File: src/rtl/keyreg_pkg.sv
// Shared constants and reset-value functions for the key-protected register bank.
// Assumes a 12-bit byte address space with 32-bit word registers.
package keyreg_pkg;
    localparam int unsigned ADDR_W = 12;
    localparam int unsigned DATA_W = 32;
    localparam int unsigned KEY_W  = 16;
    localparam int unsigned WORD_W = ADDR_W - 2;

    localparam logic [KEY_W-1:0]  KEY_CLOSE = 16'h767B;
    localparam logic [KEY_W-1:0]  KEY_OPEN  = 16'hDF0D;

    localparam logic [ADDR_W-1:0] OFF_SCRATCH = 12'h000;
    localparam logic [ADDR_W-1:0] OFF_CLOSE   = 12'h004;
    localparam logic [ADDR_W-1:0] OFF_OPEN    = 12'h008;
    localparam logic [ADDR_W-1:0] OFF_STATE   = 12'h00C;
    localparam logic [ADDR_W-1:0] CFG_FLOOR   = 12'h100;

    typedef enum logic [1:0] {GRP_PLL, GRP_CLK, GRP_RST} grp_e;

    // Reset value of entry idx of group g.
    function automatic logic [DATA_W-1:0] grp_reset_value(grp_e g, int idx);
        logic [DATA_W-1:0] v;
        v = '0;
        case (g)
            GRP_PLL: begin
                if (idx <= 2)                  v = 32'h0001A008;
                else if (idx == 3)             v = 32'h0000003F;
                else if (idx >= 4 && idx <= 6) v = 32'h00014000;
            end
            GRP_CLK: begin
                if (idx == 0)      v = 32'h1F000400;
                else if (idx == 1) v = 32'h18400003;
                else if (idx == 2) v = 32'h01E03201;
            end
            default: begin
                if (idx == 19) v = 32'h00000040;
            end
        endcase
        return v;
    endfunction

    // Entries that refuse writes even when the bank is open.
    function automatic logic grp_write_blocked(grp_e g, int idx);
        return (g == GRP_PLL && idx == 3) || (g == GRP_RST && idx == 20);
    endfunction

    // Entries whose read value is fixed at one.
    function automatic logic grp_reads_one(grp_e g, int idx);
        return (g == GRP_RST && idx == 23);
    endfunction
endpackage

File: src/rtl/keyreg_lock.sv
// Lock state machine: a closing key sets the lock and an opening key clears it.
// Assumes the caller qualifies close_wr and open_wr with the write address; at most one is high.
module keyreg_lock
    import keyreg_pkg::*;
(
    input  logic             clk,
    input  logic             rst_n,
    input  logic             close_wr,
    input  logic             open_wr,
    input  logic [KEY_W-1:0] key,
    output logic             locked
);
    // Update the lock on a matching key, hold it otherwise.
    always_ff @(posedge clk) begin
        if (!rst_n)                               locked <= 1'b1;
        else if (close_wr && key == KEY_CLOSE)    locked <= 1'b1;
        else if (open_wr && key == KEY_OPEN)      locked <= 1'b0;
    end

    assert_reset_locked_R1: assert property (@(posedge clk) disable iff (!rst_n)
        $past(!rst_n) |-> locked);
    assert_close_key_R2: assert property (@(posedge clk) disable iff (!rst_n)
        ($past(rst_n) && $past(close_wr && key == KEY_CLOSE)) |-> locked);
    assert_open_key_R3: assert property (@(posedge clk) disable iff (!rst_n)
        ($past(rst_n) && $past(open_wr && key == KEY_OPEN)) |-> !locked);
    assert_lock_hold_R3: assert property (@(posedge clk) disable iff (!rst_n)
        ($past(rst_n) && $past(!close_wr && !open_wr)) |-> $stable(locked));
endmodule

File: src/rtl/keyreg_group.sv
// One contiguous group of configuration words with per-entry reset values.
// Assumes wr_open is already qualified by the write request and by the lock being open.
module keyreg_group
    import keyreg_pkg::*;
#(
    parameter grp_e GRP       = GRP_PLL,
    parameter int   BASE_WORD = 64,
    parameter int   COUNT     = 8
) (
    input  logic              clk,
    input  logic              rst_n,
    input  logic [WORD_W-1:0] word_addr,
    input  logic              aligned,
    input  logic              wr_open,
    input  logic [DATA_W-1:0] wdata,
    output logic              hit,
    output logic              blocked,
    output logic [DATA_W-1:0] rvalue
);
    logic [DATA_W-1:0] regs [COUNT];
    logic [COUNT-1:0]  sel;

    for (genvar i = 0; i < COUNT; i++) begin : g_entry
        // Entry select from the word address.
        assign sel[i] = aligned && (word_addr == WORD_W'(BASE_WORD + i));

        // Store an accepted write into this entry.
        always_ff @(posedge clk) begin
            if (!rst_n)
                regs[i] <= grp_reset_value(GRP, i);
            else if (wr_open && sel[i] && !grp_write_blocked(GRP, i))
                regs[i] <= wdata;
        end
    end

    // Hit, protection and read value of the selected entry.
    always_comb begin
        hit     = |sel;
        blocked = 1'b0;
        rvalue  = '0;
        for (int i = 0; i < COUNT; i++) begin
            if (sel[i]) begin
                blocked = grp_write_blocked(GRP, i);
                rvalue  = grp_reads_one(GRP, i) ? DATA_W'(1) : regs[i];
            end
        end
    end
endmodule

File: src/rtl/keyreg_bank.sv
// Key-protected control register bank: lock words at low offsets, three configuration
// groups above 0x100, registered reads and a one-cycle error strobe for rejected writes.
// Assumes a single access per cycle; a read in the same cycle as a write sees old data.
module keyreg_bank
    import keyreg_pkg::*;
#(
    parameter int PLL_WORDS = 8,
    parameter int CLK_WORDS = 20,
    parameter int RST_WORDS = 24
) (
    input  logic              clk,
    input  logic              rst_n,
    input  logic [ADDR_W-1:0] addr,
    input  logic              we,
    input  logic [DATA_W-1:0] wdata,
    input  logic              re,
    output logic [DATA_W-1:0] rdata,
    output logic              err
);
    localparam int PLL_BASE = 'h100 / 4;
    localparam int CLK_BASE = PLL_BASE + PLL_WORDS;
    localparam int RST_BASE = 'h200 / 4;
    localparam int NGRP     = 3;

    logic              locked;
    logic              scratch;
    logic [WORD_W-1:0] word_addr;
    logic              aligned;
    logic              wr_open;
    logic [NGRP-1:0]   g_hit, g_blk;
    logic [DATA_W-1:0] g_val [NGRP];
    logic              cfg_hit, cfg_blk;
    logic [DATA_W-1:0] cfg_val, rd_next;
    logic              accept;

    assign word_addr = addr[ADDR_W-1:2];
    assign aligned   = (addr[1:0] == 2'b00);
    assign wr_open   = we && !locked;

    keyreg_lock u_lock (
        .clk      (clk),
        .rst_n    (rst_n),
        .close_wr (we && addr == OFF_CLOSE),
        .open_wr  (we && addr == OFF_OPEN),
        .key      (wdata[KEY_W-1:0]),
        .locked   (locked)
    );

    keyreg_group #(.GRP(GRP_PLL), .BASE_WORD(PLL_BASE), .COUNT(PLL_WORDS)) u_pll (
        .clk(clk), .rst_n(rst_n), .word_addr(word_addr), .aligned(aligned),
        .wr_open(wr_open), .wdata(wdata), .hit(g_hit[0]), .blocked(g_blk[0]), .rvalue(g_val[0]));

    keyreg_group #(.GRP(GRP_CLK), .BASE_WORD(CLK_BASE), .COUNT(CLK_WORDS)) u_clk (
        .clk(clk), .rst_n(rst_n), .word_addr(word_addr), .aligned(aligned),
        .wr_open(wr_open), .wdata(wdata), .hit(g_hit[1]), .blocked(g_blk[1]), .rvalue(g_val[1]));

    keyreg_group #(.GRP(GRP_RST), .BASE_WORD(RST_BASE), .COUNT(RST_WORDS)) u_rst (
        .clk(clk), .rst_n(rst_n), .word_addr(word_addr), .aligned(aligned),
        .wr_open(wr_open), .wdata(wdata), .hit(g_hit[2]), .blocked(g_blk[2]), .rvalue(g_val[2]));

    // Merge the group outputs; groups never overlap, so an OR is enough.
    always_comb begin
        cfg_val = '0;
        for (int g = 0; g < NGRP; g++) cfg_val |= g_val[g];
        cfg_hit = |g_hit;
        cfg_blk = |(g_hit & g_blk);
    end

    // Read multiplexer for the low words and the configuration groups.
    always_comb begin
        case (addr)
            OFF_SCRATCH: rd_next = DATA_W'(scratch);
            OFF_STATE:   rd_next = DATA_W'(locked);
            default:     rd_next = cfg_hit ? cfg_val : '0;
        endcase
    end

    // Decide whether the current write is taken by any register.
    always_comb begin
        accept = (addr == OFF_SCRATCH) || (addr == OFF_CLOSE) || (addr == OFF_OPEN) ||
                 (cfg_hit && !locked && !cfg_blk);
    end

    // Scratch control word keeps bit 0 only, regardless of the lock.
    always_ff @(posedge clk) begin
        if (!rst_n)                          scratch <= 1'b0;
        else if (we && addr == OFF_SCRATCH)  scratch <= wdata[0];
    end

    // Register read data and the error strobe.
    always_ff @(posedge clk) begin
        if (!rst_n) begin
            rdata <= '0;
            err   <= 1'b0;
        end else begin
            rdata <= re ? rd_next : '0;
            err   <= we && !accept;
        end
    end

    assert_locked_cfg_err_R7: assert property (@(posedge clk) disable iff (!rst_n)
        ($past(rst_n) && $past(we && addr >= CFG_FLOOR && locked)) |-> err);
    assert_key_read_zero_R4: assert property (@(posedge clk) disable iff (!rst_n)
        ($past(rst_n) && $past(re && (addr == OFF_CLOSE || addr == OFF_OPEN))) |-> rdata == '0);
    assert_fixed_one_R10: assert property (@(posedge clk) disable iff (!rst_n)
        ($past(rst_n) && $past(re && addr == 12'h25C)) |-> rdata == DATA_W'(1));
    assert_hole_err_R9: assert property (@(posedge clk) disable iff (!rst_n)
        ($past(rst_n) && $past(we && (addr == 12'h10C || addr == 12'h250))) |-> err);
    assert_err_needs_write_R12: assert property (@(posedge clk) disable iff (!rst_n)
        ($past(rst_n) && $past(!we)) |-> !err);
    assert_state_ro_R5: assert property (@(posedge clk) disable iff (!rst_n)
        ($past(rst_n) && $past(we && addr == OFF_STATE)) |-> err);
endmodule

File: config.mk
export PLATFORM = sky130hd
export DESIGN_NAME = keyreg_bank
export DESIGN_NICKNAME = d
export VERILOG_FILES = /design/src/rtl/keyreg_pkg.sv /design/src/rtl/keyreg_lock.sv /design/src/rtl/keyreg_group.sv /design/src/rtl/keyreg_bank.sv
export SDC_FILE = /design/constraint.sdc
export NUM_CORES = 2
export LEC_CHECK = 0
export ABC_AREA = 1
export BUFFER_PORTS_ARGS = -buffer_cell sky130_fd_sc_hd__buf_2
export CAP_MARGIN = 10
export CORE_MARGIN = 1
export CORE_UTILIZATION = 57
export DETAILED_ROUTE_END_ITERATION = 16
export PLACE_DENSITY = 0.75
export SLEW_MARGIN = 5
export SYNTH_ARGS = -nofsm -noshare
export SYNTH_HDL_FRONTEND = slang
export SYNTH_SLANG_ARGS = --single-unit
File: constraint.sdc
create_clock -name clk -period 5.8 [get_ports clk]
set_input_delay 1.45 -clock clk [delete_from_list [all_inputs] [get_ports clk]]
set_output_delay 1.45 -clock clk [all_outputs]
set_load 0.02 [all_outputs]
Word-level counts from Yosys, hierarchy flattened:

Memory sizes are Yosys's and may differ from the RTL's.
Index checks and enable logic that the tools add are counted.

* equality and inequality tests: 57
* multiplexer cells: 264
* reductions and logical operators: 126
* bitwise logic cells: 54

Operator list (count)
* $mux W32: 103
* $eq A10 B7 Y1 const B: 28
* $eq A10 B8 Y1 const B: 24
* $mux W1: 160
* $logic_and A1 B1 Y1: 111
* $or A32 B32 Y32: 2
* $pmux W32 S2: 1
* $reduce_or A52 Y1: 1
* $or A1 B1 Y1: 50
* $eq A12 B4 Y1 const B: 2
* $reduce_or A24 Y1: 1
* $reduce_or A20 Y1: 1
* $eq A16 B15 Y1 const B: 1
* $eq A16 B16 Y1 const B: 1
* $eq A12 B3 Y1 const B: 1
* $logic_not A12 Y1: 1
* $reduce_or A8 Y1: 1
* $and A3 B3 Y3: 1
* $logic_not A1 Y1: 3
* $logic_or A1 B1 Y1: 3
* $reduce_or A3 Y1: 1
* $logic_not A2 Y1: 1
* $reduce_and A2 Y1: 1
* $reduce_or A2 Y1: 1
* $not A1 Y1: 1

* register bits after elaboration: 35
* input bits: 48
* word-level logic and storage cells: 508
* output and inout bits: 33
* RAM bits: 1664
* memories kept: 3

Memory list
* u_rst.regs: depth 24, width 32, read ports 23, clocked after memory_dff 0, write ports 24, RTL line keyreg_group.sv:20 `logic [DATA_W-1:0] regs [COUNT];`
* u_clk.regs: depth 20, width 32, read ports 20, clocked after memory_dff 0, write ports 20, RTL line keyreg_group.sv:20
* u_pll.regs: depth 8, width 32, read ports 8, clocked after memory_dff 0, write ports 8, RTL line keyreg_group.sv:20

Longest topological paths before layout:

* depth after elaboration: 29
* mapped depth: 30

Cells and area by module:

From an unflattened synthesis, not the netlist that was laid out.

* cell total of the unflattened synthesis: 7143
* area, all modules: 71950.3 µm²

By module, submodules not included
* keyreg_group at u_rst: seq. area each 21140.3 µm², area each 31331.3 µm², times used 1, cells an instance 3099
* keyreg_group at u_clk: seq. area each 19218.4 µm², area each 28627.5 µm², times used 1, cells an instance 2812
* keyreg_group at u_pll: seq. area each 6726.5 µm², area each 10281.1 µm², times used 1, cells an instance 1015
* keyreg_bank: seq. area each 680.7 µm², area each 1546.5 µm², times used 1, cells an instance 180
* keyreg_lock: seq. area each 20.0 µm², area each 163.9 µm², times used 1, cells an instance 37

Worst setup path after synthesis:

OpenSTA, ideal clock, no wires.

* kind: in2reg
* start: input port addr[1]
* end: memory u_clk.regs[32][0], in the netlist u_clk.regs[4][0] (enable)
* required time: 5.334 ns
* path slack: 0.201 ns
* cell stages on the path: 9
* arrival time: 5.134 ns
* setup time: 0.466 ns
* cell sequence: nor2_4 -> nand2_4 -> nor2_8 -> nand2_2 -> buf_2 -> nor2_1 -> inv_1 -> clkbuf_1 -> o21ai_0

RTL lines
* start, declared: RTL line keyreg_bank.sv:13 `input logic [ADDR_W-1:0] addr,`
* end, declared: RTL line keyreg_group.sv:20

Worst setup path after layout:

* start: input port addr[6]
* end: register rdata[0]

* cells in the longest elaborated chain, start to end: 29
* elaborated cells on any way between the ends: 163

Ends and longest elaborated chain
* $eq A10 B8 Y1: RTL line keyreg_group.sv:25 `assign sel[i] = aligned && (word_addr == WORD_W'(BASE_WORD + i));`
* $logic_and A1 B1 Y1: RTL line keyreg_group.sv:25
* $mux W32 (24 in series): RTL line keyreg_group.sv:42 `if (sel[i]) begin`
* $or A32 B32 Y32: RTL line keyreg_bank.sv:64 `for (int g = 0; g < NGRP; g++) cfg_val |= g_val[g];`
* $mux W32: RTL line keyreg_bank.sv:74 `default: rd_next = cfg_hit ? cfg_val : '0;`
* $pmux W32 S2 (*): RTL line keyreg_bank.sv:71 `case (addr)`
* end signal, assigned: RTL line keyreg_bank.sv:96 `rdata <= re ? rd_next : '0;`
* end, declared: RTL line keyreg_bank.sv:17 `output logic [DATA_W-1:0] rdata,`

Mark *: on every way between the ends. The rest lies on a longest branch, timed or not.
A chain may end at the register's enable or synchronous reset.

==> reports/summary.log <==
qor: clock_tree.clock_latency 0.80 ns
qor: setup_path.crit_required 6.49 ns
qor: floorplanning.die_x_extent 358 µm
qor: timing.hold_slack 0.481 ns
qor: timing.setup_total_negative_slack 0 ns
qor: yosys.synthCells 7453
qor: finish.drive_above_1_share 0.0992
qor: placed_design.post-place-cells 8898
qor: power.power.share.switching 0.218
qor: finish.layout.nets 7462
qor: clock_tree.cts_max_level 4
qor: timing.upper_clock_frequency_limit 206 MHz
qor: global_route.first_global_vias 51300
qor: placed_design.io_buffers 80
qor: yosys.yosys_register_bits 1603
qor: routing.via_density 5.89
qor: global_route.wire_length_of_the_first_global_routing_pass 313000 µm
qor: global_route.gr-total-overflow 0
qor: clock_tree.numClockSinks 1603
qor: power.flop_pwr_share 0.543
qor: floorplanning.io-pin-count 81
qor: floorplanning.die_height 358 µm
qor: yosys.mean_cell_area_of_the_mapped_netlist 9.69 µm²
qor: timing.worst_path_setup_slack_after_routing 0.956 ns
qor: setup_path.crit_type in -> reg
qor: clock_tree.cts_setup_buffers 0
qor: outcome.status complete, no violations
qor: clock_tree.path_clk_slew 0.06 ns
qor: timing.timing.final.setup_violations 0
qor: floorplanning.initial_utilization 0.574
qor: hold_path.worst_hold_startpoint scratch
qor: setup_path.critical_path.startpoint addr[6]
qor: routing.wl 211000 µm
qor: floorplanning.floorplan.die_area 128000 µm²
qor: clock_tree.cts-resized-gates 0
qor: placed_design.gp_congestion 0.941
qor: finish.layout_commonest_cell sky130_fd_sc_hd__nor2_1
qor: clock_tree.ctsLongestPathBuffers 3
qor: yosys.postSynthNetCount 7501
qor: routing.drc_viols 0
qor: global_route.grt_start_max_net_pins 60
qor: setup_path.worstReg2RegStart u_lock.locked
qor: setup_path.worstSetupStartpointType primary input
qor: timing.period_share 0.835
qor: timing.layout_min_cycle_time 4.84 ns
qor: routing.dr.first_iter.drc_count 7773
qor: clock_tree.cts_hold_buf 0
qor: power.leakage 0.0325 µW
qor: floorplanning.placement_rows 130
qor: hold_path.worstHoldPathType reg -> reg
qor: finish.multi_input_gate_area 20200 µm²
qor: clock_tree.tritoncts_clock_tree yes
qor: power.power.combinational.fraction 0.032
qor: power.clock_power_share 0.426
qor: routing.via_count 54200
qor: yosys.synth-edff-count 1568
qor: timing.drv_slew 0
qor: timing.fin_worst_skew 0.0314 ns
qor: yosys.synthesized_area 72200 µm²
qor: power.p_switching 5270 µW
qor: timing.worst_slew_margin_rel 0.164
qor: finish.final_core_utilization 0.636
qor: floorplanning.coreArea 126000 µm²
qor: timing.tightest_slew 1.25 ns
qor: setup_path.crit_arrival 5.54 ns
qor: setup_path.setup.worst_path.end_class flop
qor: job.max_cap_viol_count 0
qor: power.power.density_cell_area 303 nW/µm²
qor: routing.drt_pass1_iterations 8
qor: yosys.yosysSeqAreaShare 0.662
qor: timing.grt_setup_unrepaired false
qor: finish.area.sequential 47800 µm²
qor: routing.detail_route.wl_per_cell 22.9 µm
qor: global_route.grtUsageTotal 0.329
qor: setup_path.cp_max_fo 10
qor: yosys.synthDistinctLibCells 51
qor: power.vdd_ir_drop_max 0.374 mV
qor: yosys.synthesis.yosys.warnings 0
qor: finish.non_filler_instances 9199
qor: timing.timing.final.hold_violations 0
qor: clock_tree.cts-root-buf sky130_fd_sc_hd__clkbuf_16
qor: placed_design.detailedPlacementHpwl 131000 µm
qor: yosys.ffs_w_async_s_r_synth 0
qor: placed_design.pre_cts_ws 0.446 ns
qor: global_route.initial_antenna_violation_count 3
qor: routing.drtAntennaViolNets 0
qor: setup_path.regToRegSetupSlack 2.96 ns
qor: yosys.postSynth.topFlopCell sky130_fd_sc_hd__edfxtp_1
qor: finish.filler_cell_count 9744
qor: finish.areaGrowthSynthToFinish 10.8%
qor: finish.most-common-layout-cells sky130_fd_sc_hd__nor2_1, sky130_fd_sc_hd__nand2_1, sky130_fd_sc_hd__edfxtp_1, sky130_fd_sc_hd__inv_1, sky130_fd_sc_hd__o21ai_0
qor: power.power.internal 18900 µW
qor: clock_tree.numCtsBuffers 163
## power groups by stage
| stage | clock network [µW] | registers (µW) | logic [µW] |
|---|---|---|---|
| final | 10300 | 13100 | 766 |
| after global routing | 10700 | 13200 | 787 |
| after CTS | 10300 | 13100 | 745 |
| after detailed placement | 0 | 13400 | 743 |
| after global placement | 0 | 13400 | 728 |
| after floorplan | 0 | 13400 | 366 |
## registers in the layout, indices dropped and copies added (netlist names)
signal         cells
u_clk.regs       640
err                1
scratch            1
u_rst.regs       704
rdata             32
u_lock.locked      1
u_pll.regs       224
## cell families after synthesis
family,after synthesis,share of synthesized area
AOI/OAI and AO/OA,645,0.0509
buffers and inverters,1171,0.0618
DFF,1603,0.662
muxes,3,0.000416
and+or+nand+nor,4031,0.225
## cell usage after synthesis, types with 13 or more instances
library cell,count,share of area
sky130_fd_sc_hd__o22ai_1,26,0.0023
sky130_fd_sc_hd__nand2_1,1676,0.087
sky130_fd_sc_hd__nand3b_1,14,0.0015
sky130_fd_sc_hd__o21ai_0,352,0.024
sky130_fd_sc_hd__a21oi_1,118,0.0082
sky130_fd_sc_hd__dfxtp_1,35,0.0097
sky130_fd_sc_hd__nor2_1,1866,0.097
sky130_fd_sc_hd__inv_1,612,0.032
sky130_fd_sc_hd__nand3_1,167,0.012
sky130_fd_sc_hd__clkinv_1,19,0.00099
sky130_fd_sc_hd__nor4_1,20,0.0017
sky130_fd_sc_hd__clkbuf_1,453,0.024
sky130_fd_sc_hd__edfxtp_1,1568,0.65
sky130_fd_sc_hd__o21ai_1,25,0.0017
sky130_fd_sc_hd__buf_1,18,0.00094
sky130_fd_sc_hd__o211ai_1,25,0.0026
sky130_fd_sc_hd__or2_0,19,0.0016
sky130_fd_sc_hd__nand4_1,153,0.013
sky130_fd_sc_hd__inv_2,25,0.0013
sky130_fd_sc_hd__or2_2,50,0.0043
sky130_fd_sc_hd__a32o_1,17,0.0024
sky130_fd_sc_hd__buf_2,36,0.0025
sky130_fd_sc_hd__a221oi_1,13,0.0016
sky130_fd_sc_hd__a31oi_1,22,0.0019
## critical path: stages
cell and delay, ns:
sky130_fd_sc_hd__buf_2 0.15, sky130_fd_sc_hd__inv_1 0.07, sky130_fd_sc_hd__nor2_1 0.23, sky130_fd_sc_hd__inv_2 0.07, sky130_fd_sc_hd__nor3_2 0.13, sky130_fd_sc_hd__buf_4 0.25
sky130_fd_sc_hd__inv_2 0.05, sky130_fd_sc_hd__nor2_1 0.58, sky130_fd_sc_hd__inv_2 0.25, sky130_fd_sc_hd__nor2_1 0.28, sky130_fd_sc_hd__inv_2 0.08, sky130_fd_sc_hd__nand2_1 0.45
sky130_fd_sc_hd__buf_4 0.32, sky130_fd_sc_hd__nand2_1 0.07, sky130_fd_sc_hd__nand2_1 0.08, sky130_fd_sc_hd__nand3_1 0.13, sky130_fd_sc_hd__a21oi_1 0.36, sky130_fd_sc_hd__nand4_1 0.34
sky130_fd_sc_hd__nand2_1 0.14, sky130_fd_sc_hd__inv_1 0.04
## stage by stage
stage,area [µm²],power [µW]
final,80000,24200
after global routing,80000,24700
after CTS,80000,24200
after detailed placement,74800,14100
after global placement,74800,14100
after floorplan,72200,13700
## area by class of cell
cell class | instances | share of cell area
Multi-Input combinational cell | 4679 | 0.253
Sequential cell | 1603 | 0.597
Clock buffer | 209 | 0.0545
Tap cell | 1650 | 0.0258
Antenna cell | 2 | 0.0000626
Timing Repair Buffer | 310 | 0.0287
Clock inverter | 89 | 0.00984
Inverter | 657 | 0.0309
## path summary, 6_finish.rpt
kind / endpoint / cells past startpoint
max: rdata[0] / 20
min: scratch / 2
min reg2reg: scratch / 2
max reg2reg: u_clk.regs[0][49] / 7
## routing by layer
layer | share of wire | vias up | global-route usage
li1 | - | 24400 | -
met1 | 0.37 | 25800 | 0.444
met2 | 0.46 | 3386 | 0.519
met3 | 0.12 | 594 | 0.0643
met4 | 0.049 | 4 | 0.153
met5 | 0.00013 | - | 0
Note: power is estimated with default switching activity, not from simulation.
